File: src/rtl/fdm_pkg.sv
package fdm_pkg;

  // Bit 0 of the state is the SEF flag, bit 1 the LOF flag.
  typedef enum logic [1:0] {
    FS_INFRAME = 2'b00,
    FS_SEF     = 2'b01,
    FS_SEF_LOF = 2'b11,
    FS_LOF     = 2'b10
  } frm_state_e;

  localparam int NUM_DEF = 3;
  localparam int DEF_LOS = 0;
  localparam int DEF_SEF = 1;
  localparam int DEF_LOF = 2;

  localparam int REG_AW = 2;
  localparam logic [REG_AW-1:0] A_STAT = 2'd0;
  localparam logic [REG_AW-1:0] A_ISR  = 2'd1;
  localparam logic [REG_AW-1:0] A_IEN  = 2'd2;
  localparam logic [REG_AW-1:0] A_THR  = 2'd3;

endpackage

File: src/rtl/fdm_rst_sync.sv
module fdm_rst_sync #(
  parameter int STAGES = 2
) (
  input  logic clk,
  input  logic arst_n,
  output logic rst_n_o
);

  logic [STAGES-1:0] sh_q;
  logic [STAGES-1:0] sh_d;

  assign sh_d = {sh_q[STAGES-2:0], 1'b1};

  always_ff @(posedge clk or negedge arst_n) begin
    if (!arst_n) sh_q <= '0;
    else         sh_q <= sh_d;
  end

  assign rst_n_o = sh_q[STAGES-1];

endmodule

File: src/rtl/fdm_frame_fsm.sv
module fdm_frame_fsm
  import fdm_pkg::*;
#(
  parameter int SEF_BAD_FRAMES     = 4,
  parameter int SEF_GOOD_FRAMES    = 2,
  parameter int LOF_PERSIST_FRAMES = 8,
  parameter int THR_W              = 4
) (
  input  logic             clk,
  input  logic             rst_n,
  input  logic             frm_tick,
  input  logic             frm_ok,
  input  logic [THR_W-1:0] thr,
  output logic             sef_o,
  output logic             lof_o,
  output logic             sef_ev,
  output logic             lof_ev
);

  localparam int MAX_A   = (SEF_BAD_FRAMES > SEF_GOOD_FRAMES) ? SEF_BAD_FRAMES : SEF_GOOD_FRAMES;
  localparam int THR_MAX = (2 ** THR_W) - 1;
  localparam int MAX_RUN = (MAX_A > THR_MAX) ? MAX_A : THR_MAX;
  localparam int RUN_W   = $clog2(MAX_RUN + 1);
  localparam int PER_W   = $clog2(LOF_PERSIST_FRAMES + 1);

  localparam logic [RUN_W-1:0] RUN_SAT  = {RUN_W{1'b1}};
  localparam logic [PER_W-1:0] PER_SAT  = {PER_W{1'b1}};
  localparam logic [RUN_W-1:0] BAD_LIM  = RUN_W'(SEF_BAD_FRAMES);
  localparam logic [RUN_W-1:0] GOOD_LIM = RUN_W'(SEF_GOOD_FRAMES);
  localparam logic [PER_W-1:0] PER_LIM  = PER_W'(LOF_PERSIST_FRAMES);

  frm_state_e       st_q, st_d;
  logic [RUN_W-1:0] good_q, good_d, good_inc;
  logic [RUN_W-1:0] bad_q, bad_d, bad_inc;
  logic [PER_W-1:0] per_q, per_d, per_inc;
  logic [RUN_W-1:0] need;

  // saturating increments
  assign good_inc = (good_q == RUN_SAT) ? good_q : good_q + 1'b1;
  assign bad_inc  = (bad_q  == RUN_SAT) ? bad_q  : bad_q  + 1'b1;
  assign per_inc  = (per_q  == PER_SAT) ? per_q  : per_q  + 1'b1;

  // in-sync frame count, zero treated as one
  assign need = (thr == '0) ? RUN_W'(1) : RUN_W'(thr);

  // next-state process
  always_comb begin
    st_d   = st_q;
    good_d = good_q;
    bad_d  = bad_q;
    per_d  = per_q;
    if (frm_tick) begin
      good_d = frm_ok ? good_inc : '0;
      bad_d  = frm_ok ? '0 : bad_inc;
      per_d  = (st_q == FS_SEF) ? per_inc : '0;
      unique case (st_q)
        FS_INFRAME: begin
          if (!frm_ok && bad_inc >= BAD_LIM) st_d = FS_SEF;
        end
        FS_SEF: begin
          if (frm_ok && good_inc >= GOOD_LIM) st_d = FS_INFRAME;
          else if (per_inc >= PER_LIM)        st_d = FS_SEF_LOF;
        end
        FS_SEF_LOF: begin
          if (frm_ok && good_inc >= GOOD_LIM) st_d = FS_LOF;
        end
        FS_LOF: begin
          if (frm_ok && good_inc >= need)         st_d = FS_INFRAME;
          else if (!frm_ok && bad_inc >= BAD_LIM) st_d = FS_SEF_LOF;
        end
        default: st_d = FS_SEF_LOF;
      endcase
      if (st_d != st_q) begin
        good_d = '0;
        bad_d  = '0;
        per_d  = '0;
      end
    end
  end

  // register process
  always_ff @(posedge clk or negedge rst_n) begin
    if (!rst_n) begin
      st_q   <= FS_SEF_LOF;
      good_q <= '0;
      bad_q  <= '0;
      per_q  <= '0;
    end else if (frm_tick) begin
      st_q   <= st_d;
      good_q <= good_d;
      bad_q  <= bad_d;
      per_q  <= per_d;
    end
  end

  assign sef_o  = st_q[0];
  assign lof_o  = st_q[1];
  assign sef_ev = st_d[0] ^ st_q[0];
  assign lof_ev = st_d[1] ^ st_q[1];

endmodule

File: src/rtl/fdm_los_track.sv
module fdm_los_track (
  input  logic clk,
  input  logic rst_n,
  input  logic los_in,
  output logic los_o,
  output logic los_ev
);

  logic los_q;
  logic los_d;

  assign los_d = los_in;

  always_ff @(posedge clk or negedge rst_n) begin
    if (!rst_n) los_q <= 1'b1;
    else        los_q <= los_d;
  end

  assign los_o  = los_q;
  assign los_ev = los_d ^ los_q;

endmodule

File: src/rtl/fdm_reg_if.sv
module fdm_reg_if
  import fdm_pkg::*;
#(
  parameter int               DATA_W   = 8,
  parameter int               THR_W    = 4,
  parameter logic [THR_W-1:0] THR_INIT = 4'd8
) (
  input  logic               clk,
  input  logic               rst_n,
  input  logic               reg_wr,
  input  logic               reg_rd,
  input  logic [REG_AW-1:0]  reg_addr,
  input  logic [DATA_W-1:0]  reg_wdata,
  input  logic [NUM_DEF-1:0] defects,
  input  logic [NUM_DEF-1:0] events,
  output logic [DATA_W-1:0]  reg_rdata,
  output logic               irq_n,
  output logic [THR_W-1:0]   thr_o,
  output logic [NUM_DEF-1:0] ist_o,
  output logic [NUM_DEF-1:0] ien_o
);

  logic [NUM_DEF-1:0] ist_q, ist_d;
  logic [NUM_DEF-1:0] ien_q, ien_d;
  logic [THR_W-1:0]   thr_q, thr_d;
  logic               wr_ien, wr_thr, rd_isr;
  logic               unused_wbits;

  assign wr_ien       = reg_wr && (reg_addr == A_IEN);
  assign wr_thr       = reg_wr && (reg_addr == A_THR);
  assign rd_isr       = reg_rd && (reg_addr == A_ISR);
  assign unused_wbits = ^reg_wdata[DATA_W-1:THR_W];

  always_comb begin
    ien_d = ien_q;
    thr_d = thr_q;
    if (wr_ien) ien_d = reg_wdata[NUM_DEF-1:0];
    if (wr_thr) thr_d = reg_wdata[THR_W-1:0];
  end

  // one pending bit per defect: a new event wins over a clear by read
  for (genvar i = 0; i < NUM_DEF; i++) begin : g_pend
    assign ist_d[i] = (events[i] & ien_q[i]) | (ist_q[i] & ~rd_isr);
  end

  always_ff @(posedge clk or negedge rst_n) begin
    if (!rst_n) begin
      ist_q <= '0;
      ien_q <= '0;
      thr_q <= THR_INIT;
    end else begin
      ist_q <= ist_d;
      ien_q <= ien_d;
      thr_q <= thr_d;
    end
  end

  always_comb begin
    reg_rdata = '0;
    unique case (reg_addr)
      A_STAT:  reg_rdata[NUM_DEF-1:0] = defects;
      A_ISR:   reg_rdata[NUM_DEF-1:0] = ist_q;
      A_IEN:   reg_rdata[NUM_DEF-1:0] = ien_q;
      A_THR:   reg_rdata[THR_W-1:0]   = thr_q;
      default: reg_rdata = '0;
    endcase
  end

  assign irq_n = ~|(ist_q & ien_q);
  assign thr_o = thr_q;
  assign ist_o = ist_q;
  assign ien_o = ien_q;

endmodule

File: src/rtl/sonet_frame_defect_mon.sv
module sonet_frame_defect_mon
  import fdm_pkg::*;
#(
  parameter int               SEF_BAD_FRAMES     = 4,
  parameter int               SEF_GOOD_FRAMES    = 2,
  parameter int               LOF_PERSIST_FRAMES = 8,
  parameter int               THR_W              = 4,
  parameter logic [THR_W-1:0] THR_INIT           = 4'd8,
  parameter int               DATA_W             = 8,
  parameter int               RST_STAGES         = 2
) (
  input  logic              clk,
  input  logic              rst_n,
  input  logic              frm_tick,
  input  logic              frm_ok,
  input  logic              los_in,
  input  logic              reg_wr,
  input  logic              reg_rd,
  input  logic [REG_AW-1:0] reg_addr,
  input  logic [DATA_W-1:0] reg_wdata,
  output logic [DATA_W-1:0] reg_rdata,
  output logic              irq_n
);

  logic               rst_sync_n;
  logic               sef, lof, los;
  logic               sef_ev, lof_ev, los_ev;
  logic [THR_W-1:0]   thr;
  logic [NUM_DEF-1:0] defect_vec, event_vec;
  logic [NUM_DEF-1:0] int_stat, int_en;

  fdm_rst_sync #(.STAGES(RST_STAGES)) u_rst (
    .clk     (clk),
    .arst_n  (rst_n),
    .rst_n_o (rst_sync_n)
  );

  fdm_frame_fsm #(
    .SEF_BAD_FRAMES     (SEF_BAD_FRAMES),
    .SEF_GOOD_FRAMES    (SEF_GOOD_FRAMES),
    .LOF_PERSIST_FRAMES (LOF_PERSIST_FRAMES),
    .THR_W              (THR_W)
  ) u_fsm (
    .clk      (clk),
    .rst_n    (rst_sync_n),
    .frm_tick (frm_tick),
    .frm_ok   (frm_ok),
    .thr      (thr),
    .sef_o    (sef),
    .lof_o    (lof),
    .sef_ev   (sef_ev),
    .lof_ev   (lof_ev)
  );

  fdm_los_track u_los (
    .clk    (clk),
    .rst_n  (rst_sync_n),
    .los_in (los_in),
    .los_o  (los),
    .los_ev (los_ev)
  );

  always_comb begin
    defect_vec          = '0;
    event_vec           = '0;
    defect_vec[DEF_LOS] = los;
    defect_vec[DEF_SEF] = sef;
    defect_vec[DEF_LOF] = lof;
    event_vec[DEF_LOS]  = los_ev;
    event_vec[DEF_SEF]  = sef_ev;
    event_vec[DEF_LOF]  = lof_ev;
  end

  fdm_reg_if #(
    .DATA_W   (DATA_W),
    .THR_W    (THR_W),
    .THR_INIT (THR_INIT)
  ) u_regs (
    .clk       (clk),
    .rst_n     (rst_sync_n),
    .reg_wr    (reg_wr),
    .reg_rd    (reg_rd),
    .reg_addr  (reg_addr),
    .reg_wdata (reg_wdata),
    .defects   (defect_vec),
    .events    (event_vec),
    .reg_rdata (reg_rdata),
    .irq_n     (irq_n),
    .thr_o     (thr),
    .ist_o     (int_stat),
    .ien_o     (int_en)
  );

endmodule

File: config.mk
export PLATFORM = sky130hd
export DESIGN_NAME = sonet_frame_defect_mon
export DESIGN_NICKNAME = d
export VERILOG_FILES = /design/src/rtl/fdm_pkg.sv /design/src/rtl/fdm_rst_sync.sv /design/src/rtl/fdm_frame_fsm.sv /design/src/rtl/fdm_los_track.sv /design/src/rtl/fdm_reg_if.sv /design/src/rtl/sonet_frame_defect_mon.sv
export SDC_FILE = /design/constraint.sdc
export NUM_CORES = 1
export LEC_CHECK = 0
export BUFFER_PORTS_ARGS = -buffer_cell sky130_fd_sc_hd__buf_2
export CORE_AREA = 2 2 67 69
export CTS_CLUSTER_DIAMETER = 200
export CTS_CLUSTER_SIZE = 16
export DETAILED_ROUTE_END_ITERATION = 8
export DIE_AREA = 0 0 69 71
export HOLD_SLACK_MARGIN = 0.02
export PLACE_DENSITY = 0.56
export SETUP_SLACK_MARGIN = 0.3
export SYNTH_ARGS = -nofsm -noshare
export SYNTH_HDL_FRONTEND = slang
export SYNTH_SLANG_ARGS = --single-unit
File: constraint.sdc
create_clock -name clk -period 2.1 [get_ports clk]
set_input_delay 0.21 -clock clk [delete_from_list [all_inputs] [get_ports clk]]
set_output_delay 0.21 -clock clk [all_outputs]
set_load 0.1 [all_outputs]
# Word-level counts from Yosys, hierarchy flattened

Cells that the tools add are included.

Input bits: 17
Memories kept: 0
Register bits: 27
Memory bits (writable): 0
Latch bits: 0
ROM bits: 0
Logic and storage cells: 73

Bitwise operators: 14
$lt $le $gt $ge: 4
Multipliers: 0
Mux-type cells: 21
Eq/ne operators: 10
Reductions and logical operators: 12
Shifts and indexed selects: 0
Div/mod/pow operators: 0
$add $sub $neg: 3

Operators with widths:

| kind                                                              | number |
|---|---|
| 2-to-1 mux 4 bit                                                  | 10 |
| 2-to-1 mux 2 bit                                                  | 8 |
| adder 4 x 1 -> 4 bit, second input constant                       | 3 |
| equality test 4 bit, second input constant                        | 3 |
| one-hot mux 3 bit (4 select lines)                                | 1 |
| equality test 2 bit, second input constant                        | 4 |
| one-hot mux 2 bit (4 select lines)                                | 1 |
| bitwise AND 1 bit                                                 | 6 |
| logical AND 1 bit                                                 | 6 |
| equality test 2 x 1 -> 1 bit, second input constant               | 2 |
| greater-or-equal comparator 4 x 2 -> 1 bit, second input constant | 1 |
| greater-or-equal comparator 4 x 3 -> 1 bit, second input constant | 1 |
| greater-or-equal comparator 4 bit                                 | 1 |
| greater-or-equal comparator 4 bit, second input constant          | 1 |
| zero test 2 bit                                                   | 2 |
| zero test 4 bit                                                   | 1 |
| bitwise AND 3 bit                                                 | 1 |
| OR 1 bit                                                          | 3 |
| OR reduction 3 bit                                                | 1 |
| XOR 1 bit                                                         | 3 |
| zero test 1 bit                                                   | 2 |
| != test 2 bit                                                     | 1 |
| 2-to-1 mux 1 bit                                                  | 1 |
| NOT 1 bit                                                         | 1 |

# Logic depth before layout (Yosys ltp)

Word-level depth: 12
Depth in mapped cells: 9
Depth with buffers taken out: 9

# Cells and area by module

A second synthesis with hierarchy kept.

Cells, all modules: 152
Area total of the unflattened synthesis: 1617.8 sq um

Modules (own cells, without submodules):

| module        | area each (sq um) | cells each | instances |
|---|---|---|---|
| fdm_frame_fsm | 1011.0            | 113        | 1 |
| fdm_reg_if    | 518.0             | 34         | 1 |
| fdm_rst_sync  | 53.8              | 3          | 1 |
| fdm_los_track | 35.0              | 2          | 1 |

# Worst setup path before layout

Ideal clock, no wire load.

Path type: register to output
From: reg u_regs.ien_q[1], in the netlist u_regs.ien_o[1]
To: out irq_n
Arrival time: 2811 ps
Cell stages (with the launch flop): 2
Buffers on the path: 0
Path slack: -921 ps
Path through: dfrtp_1 a222oi_1

Longest elaborated chain between the ends: 3

Ends and longest elaborated chain:

| item                   | RTL line                     | RTL |
|---|---|---|
| from (decl)            | fdm_reg_if.sv:24             | `logic [NUM_DEF-1:0] ien_q, ien_d;` |
| from (signal assigned) | fdm_reg_if.sv:53             | `ien_q <= ien_d;` |
| bitwise AND 3 bit      | fdm_reg_if.sv:69             | `assign irq_n = ~\|(ist_q & ien_q);` |
| OR reduction 3 bit     | fdm_reg_if.sv:69             |  |
| zero test 1 bit        | fdm_reg_if.sv:69             |  |
| to (decl)              | sonet_frame_defect_mon.sv:22 | `output logic irq_n` |

No other way between the ends.

# Worst setup path in the final report

From: reg u_fsm.good_q[0]
To: reg u_regs.ist_q[2], in the netlist u_regs.ist_o[2]

Longest elaborated chain between the ends: 11
Elaborated cells on any way between the ends: 16

Ends and longest elaborated chain:

| item                                                                                            | RTL line                                                      | RTL |
|---|---|---|
| from (decl)                                                                                     | fdm_frame_fsm.sv:33                                           | `logic [RUN_W-1:0] good_q, good_d, good_inc;` |
| from (signal assigned)                                                                          | fdm_frame_fsm.sv:90                                           | `good_q <= good_d;` |
| adder 4 x 1 -> 4 bit or equality test 4 bit (tied branches)                                     | fdm_frame_fsm.sv:39                                           | `assign good_inc = (good_q == RUN_SAT) ? good_q : good_q + 1'b1;` |
| 2-to-1 mux 4 bit *                                                                              | fdm_frame_fsm.sv:39                                           |  |
| greater-or-equal comparator 4 bit or greater-or-equal comparator 4 x 2 -> 1 bit (tied branches) | fdm_frame_fsm.sv:68, fdm_frame_fsm.sv:61, fdm_frame_fsm.sv:65 |  |
| logical AND 1 bit (on tied branches)                                                            | fdm_frame_fsm.sv:68, fdm_frame_fsm.sv:61, fdm_frame_fsm.sv:65 |  |
| 2-to-1 mux 2 bit (on tied branches)                                                             | fdm_frame_fsm.sv:68, fdm_frame_fsm.sv:61, fdm_frame_fsm.sv:65 |  |
| one-hot mux 2 bit (4 select lines) *                                                            | fdm_frame_fsm.sv:56                                           | `unique case (st_q)` |
| 2-to-1 mux 2 bit * (2 in series)                                                                | fdm_frame_fsm.sv:52                                           | `if (frm_tick) begin` |
| XOR 1 bit *                                                                                     | fdm_frame_fsm.sv:99                                           | `assign lof_ev = st_d[1] ^ st_q[1];` |
| bitwise AND 1 bit *                                                                             | fdm_reg_if.sv:43                                              | `assign ist_d[i] = (events[i] & ien_q[i]) \| (ist_q[i] & ~rd_isr);` |
| OR 1 bit *                                                                                      | fdm_reg_if.sv:43                                              |  |
| via u_regs.ist_d[2]                                                                             | fdm_reg_if.sv:23                                              | `logic [NUM_DEF-1:0] ist_q, ist_d;` |
| to (signal assigned)                                                                            | fdm_reg_if.sv:52                                              | `ist_q <= ist_d;` |
| to (decl)                                                                                       | fdm_reg_if.sv:23                                              |  |

Mark *: on every way through the listed nets, which the timed path passes. The rest lies on a longest branch. The select of a mux whose other input is x is not followed.
A chain may end at the register's enable or synchronous reset.

==> impl_metrics.tcl <==
set metrics [dict create \
    yosys_warnings 0 \
    cts_buffers 3 \
    ys_ff_latch 27 \
    fin_total_pwr_mw 2.04 \
    syn_area_per_cell_um2 10.5 \
    final_nets 219 \
    dpl_cell_area_mm2 0.00193 \
    setup_tns_ns -0.739 \
    critical_path_class "reg2reg" \
    initialDrtViolationCount 96 \
    wire_per_inst_um 15.4 \
    violations "negative setup slack" \
    cap_viol_max_count 0 \
    required_ns 2.28 \
    yosys.area.top_type "dfrtp_1" \
    relSlewSlack_pct 65.1 \
    preCtsSetupSlack_ns -0.236 \
    synth_area_mm2 0.00159 \
    rows 24 \
    rsz0062_at_grt "true" \
    antenna_cells 0 \
    final_common_cell "buf_4" \
    holdWs_ns 0.164 \
    drc_errors 0 \
    final_core_util_pct 51.6 \
    dp_hpwl_um 2890 \
    finClkSkew_ns 0.00306 \
    synth_edf_count 0 \
    crit_fanout 4 \
    final_cell_count_no_fill 247 \
    cts_tree "done" \
    die_h_um 71 \
    dr.pass1.iters 4 \
    worst_slew_pin_slew_ns 0.524 \
    grt_overflow 0 \
    hold_viol 0 \
    floorplan.core_area_mm2 0.00420 \
    reg2reg_depth 9 \
    drive_above_1_share_pct 46.2 \
    area_growth_pct 36.7 \
    final_cell_mix "27 x buf_4, 22 x dfrtp_1, 13 x buf_2" \
    async_reset_ff_share_pct 100 \
    reg2reg_slack_ns -0.17 \
    routed_via_density 5.39 \
    cts_max_level 1 \
    hold_path_class "in2reg" \
    endpoint_kind "flip-flop" \
    yosysUniqueCellTypes 47 \
    antenna_found_initial 0 \
    die_x_um 69 \
    fin_crit_ns 2.27 \
    hold_depth 2 \
    die_area_mm2 0.00490 \
    root_buffer "clkbuf_8" \
    power.leakage_nw 0.933 \
    ys_seq_area_share_pct 42.9 \
    max_freq_mhz 440 \
    cts_buffer_depth 2 \
    yosys.area.top_type_share_pct 36.2 \
    worst_setup_path_start_kind "flip-flop" \
    grt_max_degree 20 \
    slew_violations 0 \
    initial_core_util_pct 37.8 \
    place_congestion 0.902 \
    status "finished, violations left" \
    boundaryPins 26 \
    grt_pass1_wl_um 6310 \
    vias 1331 \
    critPathArrivalTime_ns 2.45 \
    drt_wl_total_um 3800 \
    setup_viol 6 \
    cts_sinks 27 \
    synth_ff_type "dfrtp_1" \
    final_area_mm2 0.00217 \
    clk_pin_slew_worst_paths_ns 0.10 \
    fin_crit_sh_pct 108 \
    grt_usage_pct 15.9 \
    ir_drop_v 0.000353 \
    syn_inst 151 \
    ant_nets 0 \
    grt_pass1_vias 1333 \
    power_density_mw_per_mm2 941 \
    insertion_delay_ns 0.28 \
    dp.cells 236 \
    ys_top_cells_by_area "dfrtp_1 36%, dfstp_2 6.6%, mux2_2 5.0%" \
    portBuffers 17 \
    setup_slack_ns -0.171 \
]
report_power, final:
group / switching [mW] / internal [mW]
Clock: 0.172 / 0.135
Sequential: 0.113 / 0.616
Combinational: 0.536 / 0.471
Total: 0.820 / 1.22
flip-flops by register name, summed over array words and instances (netlist names), 2 cells and up:
register / cells
u_regs.thr_o: 4
u_fsm.per_q: 4
u_regs.ien_o: 3
u_fsm.good_q: 4
u_regs.ist_o: 3
u_fsm.bad_q: 4
u_fsm.st_q: 2
u_rst.sh_q: 2
worst max-delay path: stages (launching register included):
cell and delay, ns:
dfrtp_2 0.47, ha_4 0.18, nand3_4 0.14, nor2_4 0.06
a21oi_4 0.17, ha_4 0.23, a21o_1 0.17, maj3_2 0.31
a21o_1 0.21, a31o_1 0.22
kinds of logic (layout without fill, tap and decap cells):
kind of cell	after synthesis	after routing	share of synthesized area, %
AOI/OAI and AO/OA	38	38	18.4
xor gates and xnor gates	2	2	1.10
adders and majority gates	7	7	5.36
buffers and inverters	16	57	4.73
DFF	27	27	42.9
muxes	13	13	11.1
other	2	5	0.473
and+or+nand+nor	46	46	16.0
repair_timing:
action	4_1_cts	5_1_grt
cloned	0	0
pin swaps	5	8
gates resized for setup	15	11
setup endpoints to repair	15	18
hold buffers	1	1
hold endpoints to repair	2	1
setup buffers	2	3
worst paths after layout:
check / from / end
hold reg to reg: u_rst.sh_q[1] / u_fsm.per_q[3]
min in group asynchronous: u_rst.sh_q[1] / u_fsm.per_q[3]
hold / removal: reg_wdata[3] / u_regs.thr_o[3]
max in group asynchronous: u_rst.sh_q[1] / u_fsm.st_q[1]
setup reg to reg: u_fsm.good_q[0] / u_regs.ist_o[2]
setup / recovery: u_fsm.good_q[0] / u_regs.ist_o[2]
area by class of cell:
| cell class | instances | area (um2) |
|---|---|---|
| fill | 385 | 2030 |
| multi-input combinational | 111 | 1030 |
| sequential | 27 | 682 |
| timing repair buffer | 45 | 318 |
| tap | 52 | 65.1 |
| clock buffer | 3 | 41.3 |
| inverter | 8 | 30.0 |
| clock inverter | 1 | 7.51 |
cell usage after synthesis (2+ instances only):
cell type  number
dfrtp_1        23
a21oi_1        11
inv_1           8
mux2_2          7
nand2_1         7
nand3_1         7
ha_1            6
nor2_1          6
nand2b_1        5
buf_4           4
clkbuf_1        4
dfstp_2         4
nand3b_1        4
nor3_1          4
o2bb2ai_1       4
a22o_1          3
mux2i_1         3
mux4_2          3
a211oi_2        2
a21o_1          2
and3_1          2
conb_1          2
nor2b_1         2
nor4_1          2
o211ai_1        2
o22ai_1         2
or2_2           2
per-layer routing:
layer	track usage [%]	vias up	wire length, um
met4	6.10	0	59
met5	0	-	0
met3	2.28	6	52
met2	25.1	14	1930
li1	-	641	-
met1	22.2	670	1760
No activity file was read; power rests on OpenSTA's default activity.
